[config.mk]
export PLATFORM = sky130hd
export DESIGN_NAME = irqs_unit
export DESIGN_NICKNAME = d
export VERILOG_FILES = /design/src/rtl/irqs_pkg.sv /design/src/rtl/irqs_decode.sv /design/src/rtl/irqs_chan.sv /design/src/rtl/irqs_rdmux.sv /design/src/rtl/irqs_unit.sv
export SDC_FILE = /design/constraint.sdc
export NUM_CORES = 1
export LEC_CHECK = 0
export ABC_AREA = 1
export BUFFER_PORTS_ARGS = -buffer_cell sky130_fd_sc_hd__buf_2
export CORE_MARGIN = 2
export CORE_UTILIZATION = 49
export DETAILED_ROUTE_END_ITERATION = 16
export PLACE_DENSITY = 0.92
export SYNTH_ARGS = -nofsm -noshare
export SYNTH_HDL_FRONTEND = slang
export SYNTH_SLANG_ARGS = --single-unit
[constraint.sdc]
create_clock -name clk -period 3.5 [get_ports clk]
set_clock_uncertainty 0.2 [all_clocks]
set_input_delay 0.35 -clock clk [delete_from_list [all_inputs] [get_ports clk]]
set_output_delay 0.35 -clock clk [all_outputs]
set_load 0.1 [all_outputs]
[src/rtl/irqs_pkg.sv]
package irqs_pkg;

    localparam int DONE_BIT  = 1;
    localparam int ABORT_BIT = 13;
    localparam int WORD_W    = 32;

    localparam int OFF_STAT = 'h10;
    localparam int OFF_REQ  = 'h14;
    localparam int OFF_EN   = 'h18;
    localparam int OFF_DET  = 'h1C;

    typedef logic [WORD_W-1:0] word_t;

    typedef struct packed {
        logic abort;
        logic done;
    } evflags_t;

    typedef enum logic [2:0] {
        RK_NONE,
        RK_STAT,
        RK_REQ,
        RK_EN,
        RK_DET
    } regkind_t;

    function automatic word_t flags_to_word(evflags_t f);
        word_t w;
        w            = '0;
        w[DONE_BIT]  = f.done;
        w[ABORT_BIT] = f.abort;
        return w;
    endfunction

    function automatic evflags_t word_to_flags(word_t w);
        evflags_t f;
        f.done  = w[DONE_BIT];
        f.abort = w[ABORT_BIT];
        return f;
    endfunction

endpackage

[src/rtl/irqs_decode.sv]
module irqs_decode
    import irqs_pkg::*;
#(
    parameter int NCH     = 4,
    parameter int ADDR_W  = 12,
    parameter int CH_BASE = 'h100,
    parameter int STRIDE  = 'h40
) (
    input  logic [ADDR_W-1:0] addr,
    output logic [NCH-1:0]    ch_sel,
    output regkind_t          kind
);
    localparam int SLOG   = $clog2(STRIDE);
    localparam int SPAN   = NCH * STRIDE;

    logic [ADDR_W-1:0] rel;
    logic              in_range;
    logic [SLOG-1:0]   off;

    always_comb begin
        rel      = addr - ADDR_W'(CH_BASE);
        in_range = (int'(addr) >= CH_BASE) && (int'(rel) < SPAN);
        off      = rel[SLOG-1:0];
        kind     = RK_NONE;
        ch_sel   = '0;
        if (in_range) begin
            case (int'(off))
                OFF_STAT: kind = RK_STAT;
                OFF_REQ:  kind = RK_REQ;
                OFF_EN:   kind = RK_EN;
                OFF_DET:  kind = RK_DET;
                default:  kind = RK_NONE;
            endcase
            if (kind != RK_NONE) begin
                for (int c = 0; c < NCH; c++) begin
                    if (int'(rel[ADDR_W-1:SLOG]) == c) ch_sel[c] = 1'b1;
                end
            end
        end
    end
endmodule

[src/rtl/irqs_chan.sv]
module irqs_chan
    import irqs_pkg::*;
(
    input  logic     clk,
    input  logic     rst,
    input  logic     evt_done,
    input  logic     evt_abort,
    input  logic     wr_req,
    input  logic     wr_en,
    input  evflags_t wflags,
    output evflags_t stat_q,
    output evflags_t req_q,
    output evflags_t en_q,
    output evflags_t det,
    output logic     irq_q
);
    evflags_t set_v;
    evflags_t clr_v;
    evflags_t req_nxt;

    always_comb begin
        set_v.abort = evt_abort;
        set_v.done  = evt_done | evt_abort;
        clr_v       = wr_req ? wflags : evflags_t'('0);
        // a set in the same cycle overrides a clear
        req_nxt     = evflags_t'((req_q & ~clr_v) | set_v);
        det         = evflags_t'(req_q & en_q);
    end

    always_ff @(posedge clk) begin
        if (rst) begin
            stat_q <= '0;
            req_q  <= '0;
            en_q   <= '0;
            irq_q  <= 1'b0;
        end else begin
            stat_q <= set_v;
            req_q  <= req_nxt;
            if (wr_en) en_q <= wflags;
            irq_q  <= |det;
        end
    end
endmodule

[src/rtl/irqs_rdmux.sv]
module irqs_rdmux
    import irqs_pkg::*;
#(
    parameter int NCH = 4
) (
    input  logic               clk,
    input  logic               rst,
    input  logic               rd,
    input  regkind_t           kind,
    input  logic [NCH-1:0]     ch_sel,
    input  evflags_t [NCH-1:0] stat_v,
    input  evflags_t [NCH-1:0] req_v,
    input  evflags_t [NCH-1:0] en_v,
    input  evflags_t [NCH-1:0] det_v,
    output word_t              rd_data,
    output logic               rd_valid
);
    evflags_t pick;

    always_comb begin
        pick = '0;
        for (int c = 0; c < NCH; c++) begin
            if (ch_sel[c]) begin
                case (kind)
                    RK_STAT: pick = stat_v[c];
                    RK_REQ:  pick = req_v[c];
                    RK_EN:   pick = en_v[c];
                    RK_DET:  pick = det_v[c];
                    default: pick = '0;
                endcase
            end
        end
    end

    always_ff @(posedge clk) begin
        if (rst) begin
            rd_data  <= '0;
            rd_valid <= 1'b0;
        end else begin
            rd_valid <= rd;
            rd_data  <= rd ? flags_to_word(pick) : '0;
        end
    end
endmodule

[src/rtl/irqs_unit.sv]
module irqs_unit
    import irqs_pkg::*;
#(
    parameter int NCH     = 4,
    parameter int ADDR_W  = 12,
    parameter int CH_BASE = 'h100,
    parameter int STRIDE  = 'h40
) (
    input  logic              clk,
    input  logic              rst,
    input  logic [NCH-1:0]    evt_done,
    input  logic [NCH-1:0]    evt_abort,
    input  logic              bus_wr,
    input  logic              bus_rd,
    input  logic [ADDR_W-1:0] bus_addr,
    input  logic [31:0]       bus_wdata,
    output logic [31:0]       rd_data,
    output logic              rd_valid,
    output logic [NCH-1:0]    ch_irq,
    output logic              irq_shared
);
    logic [NCH-1:0]     ch_sel;
    regkind_t           kind;
    evflags_t           wflags;
    evflags_t [NCH-1:0] stat_v;
    evflags_t [NCH-1:0] req_v;
    evflags_t [NCH-1:0] en_v;
    evflags_t [NCH-1:0] det_v;

    assign wflags = word_to_flags(bus_wdata);

    irqs_decode #(
        .NCH(NCH), .ADDR_W(ADDR_W), .CH_BASE(CH_BASE), .STRIDE(STRIDE)
    ) u_dec (
        .addr(bus_addr),
        .ch_sel(ch_sel),
        .kind(kind)
    );

    for (genvar c = 0; c < NCH; c++) begin : g_ch
        logic wr_req_c;
        logic wr_en_c;
        assign wr_req_c = bus_wr && ch_sel[c] && (kind == RK_REQ);
        assign wr_en_c  = bus_wr && ch_sel[c] && (kind == RK_EN);

        irqs_chan u_chan (
            .clk(clk),
            .rst(rst),
            .evt_done(evt_done[c]),
            .evt_abort(evt_abort[c]),
            .wr_req(wr_req_c),
            .wr_en(wr_en_c),
            .wflags(wflags),
            .stat_q(stat_v[c]),
            .req_q(req_v[c]),
            .en_q(en_v[c]),
            .det(det_v[c]),
            .irq_q(ch_irq[c])
        );
    end

    irqs_rdmux #(.NCH(NCH)) u_rd (
        .clk(clk),
        .rst(rst),
        .rd(bus_rd),
        .kind(kind),
        .ch_sel(ch_sel),
        .stat_v(stat_v),
        .req_v(req_v),
        .en_v(en_v),
        .det_v(det_v),
        .rd_data(rd_data),
        .rd_valid(rd_valid)
    );

    assign irq_shared = |ch_irq;
endmodule

==> results summary, run 1 <==
The effective utilization at floorplan is 0.500. The most used flip-flop cell after synthesis is dfxtp_1. The final count of hold timing violations was 0. Setup repair after global routing left no endpoint under its margin. The routability-driven placement congestion ratio came out at 0.900. The final core utilization came out at 0.535. CTS placed an instance of clkbuf_8 at the clock tree root. Counting every instance in the synthesized netlist gives 237. The worst ir drop on vdd is 0.191 mV.

The post-detailed-placement cell area is 1850 um2. For the worst setup path, the data required time is 2950 ps. The total routing usage reported by global routing came out at 0.189. The area growth from synthesis to final layout came out at 7.08%.

The later-pin clock latency in the skew report is 280 ps. The kind of critical path is reg -> out. The startpoint type of the worst setup path is a register. The clock-pin slew on the worst setup and hold paths is 60 ps. After clock tree synthesis, the flow added hold-fix buffers numbering 0. The synthesized design contains 31 register bits.

After synthesis, the share of flip-flops with an asynchronous set or reset is 0. The total power divided by cell area is 436 nW/um2. TritonCTS built the clock tree. After detailed routing, the average wire length per cell comes to 11.2 um. The die covers 4180 um2. The final critical delay including setup and external delays is 1940 ps. The biggest area contributor in the post-synthesis netlist is dfxtp_1.

Sorting the synthesized cells by area gives the leading types as dfxtp_1 (34%), buf_4 (14%), nand2_1 (6.9%). The smallest hold slack is 82.7 ps. The ratio of final minimum period to clock period is 0.553. The maximum net fanout on the critical path is 2. The detailed-routing iteration count for the pre-antenna-repair pass is 4. The count of unresolved DRC violations after routing is 0. In this design, the stage delay of the slowest critical-path cell is 500 ps. The summed instance area of the synthesized netlist came out at 1800 um2.

The proportion of netlist area held by the largest area contributor is 0.344. Once detail routing completed, the nets flagged for antenna violations numbered 0. The critical path goes through or4_1 > buf_2. The total clock buffers created by CTS came out at 5.

The share of layout cells above drive strength 1 came out at 0.234. The type of destination of the critical path is an output port. The vias per cell came out at 4.96.

The final setup TNS came out at 0 ps. The aggregate global routing overflow came out at 0. The die is 64.7 um wide. The initial antenna violation count is 0.

The run finished with clean final reports. In this run, post-CTS repair resized a total of 0 instances. The detailed router placed 1571 vias in this run. The static leakage is 0.927 nW. The number of max-cap violations came out at 0. Wires add up to 3540 um. The boundary pin count came out at 94.

The maximum number of buffers from clock root to sink is 2. The worst path arrival time came out at 1390 ps. On the critical path, the stage with the largest delay is an instance of or4_1.

The number of H-tree levels came out at 2. The min-delay analysis places its worst path in the category in -> reg. The netlist uses 30 different library cells. The diode insertion count for antenna repair is 0.

The core region area is 3610 um2. The total of warnings raised by yosys came out at 0. The number of setup buffers added after CTS is 0. The number of placement rows came out at 22.

The first routing iteration left 73 violations. The total half-perimeter wirelength after legalization and detailed placement came out at 2720 um. The peak clock frequency supported by timing is 516 MHz.

The number of global-route vias before repair is 1435. The post-synthesis average cell area is 7.61 um2. The height of the chip is 64.7 um. The clock net sink count is 31. Port buffering added 33 buffers.

The global-route wire length before repair is 6150 um. The final count of pins violating max slew is 0. The number of flops mapped to enable cells by yosys is 0. The layout net count came out at 324. In the layout the commonest cells are nand2_1 (33), buf_2 (33), dfxtp_1 (31). The sequential element share of the synthesized area is 0.344. The total power came out at 0.841 mW. The largest net degree at the start of global routing came out at 23. The number of endpoints failing setup at the final stage is 0. The cell area after layout is 1930 um2.
-- synthesized netlist by cell type (all sizes together), types with 2 or more instances --
library cell and count:
nand3 14, o211ai 9, buf 36, inv 27, o2111ai 2, dfxtp 31, nor3 5, nor2 26
a21oi 15, nand4 2, o21ai 26, nand2 37, clkbuf 2
-- metrics by stage --
stage / setup slack, ps / std cells
floorplan: 1700 / 266
global placement: 1400 / 309
detailed placement: 1340 / 309
CTS: 1550 / 317
global route: 1420 / 317
finish: 1560 / 317
-- metal layers --
metal	GRT usage	routed length, um	up-vias
met2	0.315	1750	64
met4	0.0824	47	0
met3	0.0503	241	6
met1	0.229	1510	719
li1	-	-	782
met5	0	0	-
-- final timing paths --
kind	start	to	slack [ps]	cells after the start
setup / recovery	g_ch[1].u_chan.irq_q	irq_shared	1560	2
hold / removal	evt_done[0]	g_ch[0].u_chan.stat_q[0]	80	3
setup reg to reg	g_ch[0].u_chan.req_q[1]	u_rd.rd_data[13]	2170	10
hold reg to reg	g_ch[2].u_chan.req_q[1]	g_ch[2].u_chan.req_q[1]	310	2
-- flip-flops by register name, indices dropped and copies added, names as in the netlist --
name and flops:
u_rd.rd_data 2, g_ch.u_chan.req_q 8, g_ch.u_chan.en_q 8, u_rd.rd_valid 1
g_ch.u_chan.irq_q 4, g_ch.u_chan.stat_q 8
-- power by group --
group	switching, mW	internal, mW	total, mW
logic	0.182	0.0218	0.203
clock network	0.123	0.139	0.262
registers	0.00796	0.368	0.376
-- final cells by class --
cell class / instances / area [um2]
sequential: 31 / 621
clock buffer: 7 / 76.3
timing repair buffer: 33 / 165
clock inverter: 1 / 5.00
fill: 353 / 1680
tap: 48 / 60.1
inverter: 28 / 105
multi-input combinational: 169 / 898
-- cell families (layout without fill, tap and decap cells) --
| group | count (synthesis) | count (layout) | synth area share |
|---|---|---|---|
| DFF | 31 | 31 | 0.344 |
| AOI/OAI and AO/OA | 54 | 54 | 0.172 |
| other | 1 | 30 | 0.00208 |
| buffers and inverters | 66 | 69 | 0.218 |
| and+or+nand+nor | 85 | 85 | 0.264 |
-- worst max-delay path, delay by kind of cell (launching register included) --
family	cells	cell delay, ps
DFF	1	300
buffers and inverters	1	300
and+or+nand+nor	1	500
Note: power is estimated with default switching activity, not from simulation.
==> run 2, diff against run 1 <==
--- a/config.mk
+++ b/config.mk
@@ -8,9 +8,9 @@
 export ABC_AREA = 1
 export BUFFER_PORTS_ARGS = -buffer_cell sky130_fd_sc_hd__buf_2
 export CORE_MARGIN = 2
-export CORE_UTILIZATION = 49
+export CORE_UTILIZATION = 45
 export DETAILED_ROUTE_END_ITERATION = 16
-export PLACE_DENSITY = 0.92
+export PLACE_DENSITY = 0.86
 export SYNTH_ARGS = -nofsm -noshare
 export SYNTH_HDL_FRONTEND = slang
 export SYNTH_SLANG_ARGS = --single-unit
==> constraint.sdc (replaced) <==
create_clock -name clk -period 1.82 [get_ports clk]
set_clock_uncertainty 0.2 [all_clocks]
set_input_delay 0.182 -clock clk [delete_from_list [all_inputs] [get_ports clk]]
set_output_delay 0.182 -clock clk [all_outputs]
set_load 0.1 [all_outputs]
==> results summary, run 2 (synthesis gave the netlist of run 1 again) <==
The smallest hold slack is 73.6 ps. The count of unresolved DRC violations after routing came out at 0. In this run, CTS created clock tree buffers numbering 5. The number of global-route vias before repair was 1465. Setup repair after global routing left no endpoint under its margin. The floorplan step defined a die boundary enclosing 4530 um2.

The final setup TNS came out at 0 ps. The aggregate global routing overflow is 0. The final count of pins violating max slew came out at 0.

The clock group share of total power is 0.379. The diode insertion count for antenna repair came out at 0. In this run the post-CTS setup repair buffer count came out at 0.

Once detail routing completed, the nets flagged for antenna violations numbered 0. The floorplan step set the die height to 67.3 um. The width of the die came out at 67.3 um. The number of placement rows came out at 23.

The total power is 1.83 mW. The initial utilization of the core area, before any placement, comes to 0.461. The worst setup path is launched from a register. Setup violations remaining at the end of the flow were counted as 0. Data on the critical path is required at its endpoint by 1440 ps. The final critical delay including setup and external delays came out at 1770 ps. The CTS tree is done. The worst setup path is captured at an output port. The port buffer count came out at 33. The final core utilization came out at 0.544. The total power divided by cell area came out at 861 nW/um2. The internal portion of the total power is 1.21 mW. The worst path arrival time came out at 1390 ps.

The final count of hold timing violations is 0. The register-to-register path setup slack came out at 520 ps. After legalization and detailed placement, the total HPWL measured 2780 um.

The initial antenna violation count came out at 0. The switching power is 0.621 mW. The share of layout cells above drive strength 1 is 0.241. The post-place setup slack is 18.1 ps. The sequential share of power came out at 0.394.

The H-tree generated during clock tree synthesis spans 2 levels. The combinational share of power came out at 0.226. For this design the static power due to leakage is 1.03 nW. Entering global routing, the biggest net connects 22 pins. In the final design database the tool counted 341 nets. The worst hold path belongs to the class in -> reg. The vias per cell is 4.81.

The maximum number of buffers from clock root to sink is 2. Leaving out fill and tap cells, the most frequent cells in the layout are nand2_1 (33), buf_2 (33), dfxtp_1 (31). The final wirelength is 3600 um. The final worst setup slack came out at 46.6 ps.

In this run the count of I/O pins placed on the die edge is 94. The tree built by TritonCTS fans out to 31 sinks. The number of vias in the routed layout came out at 1617.

The number of max-cap violations came out at 0. The worst ir drop on vdd is 0.406 mV. The switching part of the total came out at 0.339. The later-pin clock latency in the skew report is 290 ps. The clock-pin slew on the worst setup and hold paths is 70 ps. The number of design-rule violations left by the first detailed-router iteration came out at 84. The ratio of final minimum period to clock period came out at 0.974. The flow ran to the end, and the final reports show no timing, DRC or antenna violations. The routability-driven placement congestion ratio came out at 0.886. The wire length per cell after detailed routing is 10.7 um. The number of cells in the finished layout apart from fillers is 336. The instance count after placement with tap cells included came out at 315.

Compared with the post-synthesis result, the final layout area differs by 18.1%. In the final layout, the registers with the most flip-flops are g_ch.u_chan.en_q x8, g_ch.u_chan.req_q x8, g_ch.u_chan.stat_q x8. The count of cells resized by post-cts repair came out at 0.

The post-detailed-placement cell area is 1880 um2. The maximum net fanout on the critical path came out at 2. The clock tree root driver cell is clkbuf_8. Timing would allow up to 564 MHz. For this run, the total global-route usage over all layers was measured as 0.181.

The core region area came out at 3910 um2. The cell area after layout is 2130 um2. The detailed-routing iteration count for the pre-antenna-repair pass is 4. The worst setup path is of the reg -> out kind. The first global-routing pass estimated 6070 um of wire.
[run 2: cell types whose count changed in the layout (fill, tap and decap cells not counted)]
cell,change
bufinv_16,+1
dlygate4sd3_1,+13
clkbuf_1,-2
buf_4,+4
clkbuf_8,+1
[run 2: area by class of cell]
class | count | area [um2]
clock buffer | 6 | 82.6
clock inverter | 2 | 35.0
fill | 376 | 1780
inverter | 28 | 105
multi-input combinational | 169 | 898
sequential | 31 | 621
tap | 50 | 62.6
timing repair buffer | 50 | 325
[run 2: final timing paths]
path | startpoint | endpoint | depth (start not counted)
worst min register to register | g_ch[2].u_chan.req_q[1] | g_ch[2].u_chan.req_q[1] | 2
worst max-delay path | g_ch[1].u_chan.irq_q | irq_shared | 2
worst min-delay path | bus_addr[7] | u_rd.rd_data[13] | 3
worst max register to register | g_ch[0].u_chan.req_q[1] | u_rd.rd_data[13] | 10
[run 2: power by group through the flow]
stage / Clock, mW / Sequential (mW) / Combinational [mW]
final: 0.696 / 0.723 / 0.415
after global routing: 0.732 / 0.725 / 0.440
after CTS: 0.713 / 0.723 / 0.415
after detailed placement: 0 / 0.738 / 0.393
after global placement: 0 / 0.737 / 0.391
after floorplan: 0 / 0.742 / 0.380
[run 2: metal layers]
layer  up-vias  global-route usage  share of wire  routed length (um)
met5         -                   0              0                   0
met4         0              0.0791          0.011                  39
met3         5              0.0533          0.092                 331
met2        75               0.324           0.48                1720
met1       717               0.198           0.42                1500
li1        820                   -              -                   -
[run 2: worst max-delay path: stages (launching register included)]
cell and delay, ps:
dfxtp_1 300, or4_1 500, buf_2 300
[run 2: repair_timing]
item | 4_1_cts | 5_1_grt
hold buffers | 13 | 0
endpoints found under the hold margin | 17 | 0
endpoints found under the setup margin | 0 | 0
==> run 3, diff against run 2 <==
--- a/config.mk
+++ b/config.mk
@@ -8,9 +8,10 @@
 export ABC_AREA = 1
 export BUFFER_PORTS_ARGS = -buffer_cell sky130_fd_sc_hd__buf_2
 export CORE_MARGIN = 2
-export CORE_UTILIZATION = 45
+export CORE_UTILIZATION = 47
+export CTS_BUF_LIST = sky130_fd_sc_hd__clkbuf_2
 export DETAILED_ROUTE_END_ITERATION = 16
-export PLACE_DENSITY = 0.86
+export PLACE_DENSITY = 0.89
 export SYNTH_ARGS = -nofsm -noshare
 export SYNTH_HDL_FRONTEND = slang
 export SYNTH_SLANG_ARGS = --single-unit
==> results summary, run 3 (synthesis gave the netlist of run 1 again) <==
The run finished, with violations left. The final reports fail on negative setup slack. The maximum net fanout on the critical path is 2.

The worst ir drop on vdd is 0.391 mV. The slowest stage of the critical path belongs to the cell or4_4. The number of vias in the routed layout is 1652. The final count of pins violating max slew is 0. The startpoint of the worst-slack reg-to-reg timing path is g_ch[0].u_chan.req_q[1]. Once detailed placement completed, the half-perimeter wirelength came to 2820 um. The kind of critical path is reg -> out. The number of stages on the worst hold path is 5. The depth of the worst register-to-register path came out at 10. The cell sitting at the root of the clock tree is a clkbuf_2.

The vias per cell came out at 4.83. The port buffer count came out at 33. The final layout contains 349 nets.

The total number of cells along the worst setup path came out at 2. The detailed-routing iteration count for the pre-antenna-repair pass came out at 6. The type of destination of the critical path is an output port. The width of the die came out at 65.9 um. The classification of the worst-slack hold path is in -> reg. The die area came out at 4350 um2. The worst path in the final design needs a cycle of 1820 ps, including I/O delays and setup.

In the final timing run, aggregate negative setup slack is -1.20 ps. After detailed routing, the number of remaining DRC violations is 0. The core region area is 3660 um2. The first global-routing pass estimated 6360 um of wire. Among cell families on the critical path, the largest total delay comes from simple AND/OR/NAND/NOR gates. STA classifies the critical path startpoint as a register.

The boundary pin count is 94. The number of placement rows came out at 22. At the later pin of the worst-skew pair, clock insertion delay measures 360 ps. Wires add up to 3790 um. The final count of hold timing violations came to 0. The signal on the critical path passes through or4_4 > buf_12. The worst path arrival time is 1440 ps. TritonCTS built the clock tree. Once layout is complete, the utilization of the core stands at 0.597. Relative to the synthesized area, the layout overhead comes to 21.2%. The total routing usage reported by global routing came out at 0.192. The maximum number of buffers from clock root to sink came out at 2. The height of the chip is 65.9 um. The peak clock frequency supported by timing is 549 MHz. Summed over all layers, the global routing overflow is 0. The number of max-cap violations came out at 0. The clock net sink count is 31. 0 antenna diodes ended up in the layout.

The wire length per cell after detailed routing came out at 11.1 um. The largest registers in the layout are g_ch.u_chan.en_q x8, g_ch.u_chan.req_q x8, g_ch.u_chan.stat_q x8. The largest net degree at the start of global routing came out at 18.

The ratio of final minimum period to clock period came out at 1.00. After clock tree synthesis, the clock-pin slew on the worst setup and hold paths is 160 ps. The startpoint of the lowest-slack hold path is bus_addr[2]. The share of layout cells above drive strength 1 is 0.235.

Summing all placed instances gives a cell area of 1890 um2. The initial antenna violation count was 0. The total clock buffers created by CTS is 5. In this run the number of H-tree levels came out at 2.

The total power divided by cell area came out at 739 nW/um2. The effective utilization at floorplan is 0.492. Setup repair after global routing could not meet its margin everywhere.

The worst hold path terminates at g_ch[3].u_chan.en_q[0]. The smallest hold slack came out at 164 ps. The final worst setup slack is -1.20 ps.

Leaving out fill and tap cells, the most frequent cell in the layout is nand2_1. After routing the design area is 2180 um2. The total buffers and inverters traversed by the critical path is 1. The stage delay of the slowest cell on the critical path came out at 540 ps. Post-CTS timing repair inserted 0 buffers for setup.

The endpoint of the lowest-slack register-to-register path is u_rd.rd_data[13]. The routability-driven placement congestion ratio came out at 0.908. The static leakage came out at 1.04 nW. The number of endpoints failing setup at the final stage is 1. Leaving out fill and tap cells, the most frequent cells in the layout are nand2_1 (33), buf_2 (32), dfxtp_1 (31).

The detailed router finished its first iteration with 97 violations. The register-to-register path setup slack came out at 500 ps. Data on the critical path is required at its endpoint by 1440 ps.

The number of global-route vias before repair was 1519. The count of antenna-violating nets left after detailed routing is 0.
[run 3: changes by cell type in the layout (fill, tap and decap cells not counted)]
cell           before  now
dlygate4sd3_1      13   21
clkbuf_8            6    0
clkbuf_2            0    5
buf_12              0    2
buf_2              33   32
buf_4               4    3
clkinv_1            1    2
or4_1               1    0
or4_4               0    1
[run 3: through the flow]
step,setup slack (ps),std cells,power (mW)
after CTS,-5.26,342,1.62
after global routing,-44.3,342,1.69
after global placement,80.9,313,1.13
after floorplan,192,266,1.12
final,-1.20,342,1.62
after detailed placement,43.6,313,1.13
[run 3: worst register-to-register path, stage by stage (launching register included)]
cell and delay (ps):
dfxtp_1 400, nand2_1 80, inv_1 50, nand3_1 70, nand2_1 70, o21ai_1 50
nand2_1 60, nand2_1 60, nand2_1 60, nand2_1 60, a21oi_2 100
[run 3: power by group]
part           internal [mW]  total [mW]  leakage [nW]  switching (mW)
registers              0.708       0.723         0.255          0.0154
logic                 0.0742       0.431         0.749           0.357
clock network          0.226       0.461        0.0404           0.235
[run 3: repair_timing]
action	4_1_cts	5_1_grt
hold buffers	21	0
gates resized for setup	5	0
endpoints found under the setup margin	1	1
endpoints found under the hold margin	27	0
[run 3: how the worst max path moves through the flow]
stage	from	end	slack, ps
2_1_floorplan	g_ch[1].u_chan.irq_q	irq_shared	190
3_3_place_gp	bus_addr[1]	u_rd.rd_data[13]	80
3_5_place_dp	bus_addr[11]	u_rd.rd_data[13]	40
4_1_cts	g_ch[1].u_chan.irq_q	irq_shared	-5
5_1_grt	g_ch[1].u_chan.irq_q	irq_shared	-40
6_report	g_ch[1].u_chan.irq_q	irq_shared	-1
[run 3: cell type report]
type / count / area, um2
clock inverters: 3 / 38.8
repair buffers: 58 / 433
well taps: 48 / 60.1
flip-flops and latches: 31 / 621
fillers: 346 / 1480
multi-input cells: 169 / 902
clock buffers: 5 / 25.0
inverters: 28 / 105
[run 3: per-layer routing]
| layer | wire (um) | track usage | up-vias |
|---|---|---|---|
| met2 | 1920 | 0.345 | 64 |
| met4 | 59 | 0.0587 | 0 |
| met5 | 0 | 0 | - |
| met3 | 265 | 0.0528 | 7 |
| li1 | - | - | 827 |
| met1 | 1550 | 0.220 | 754 |
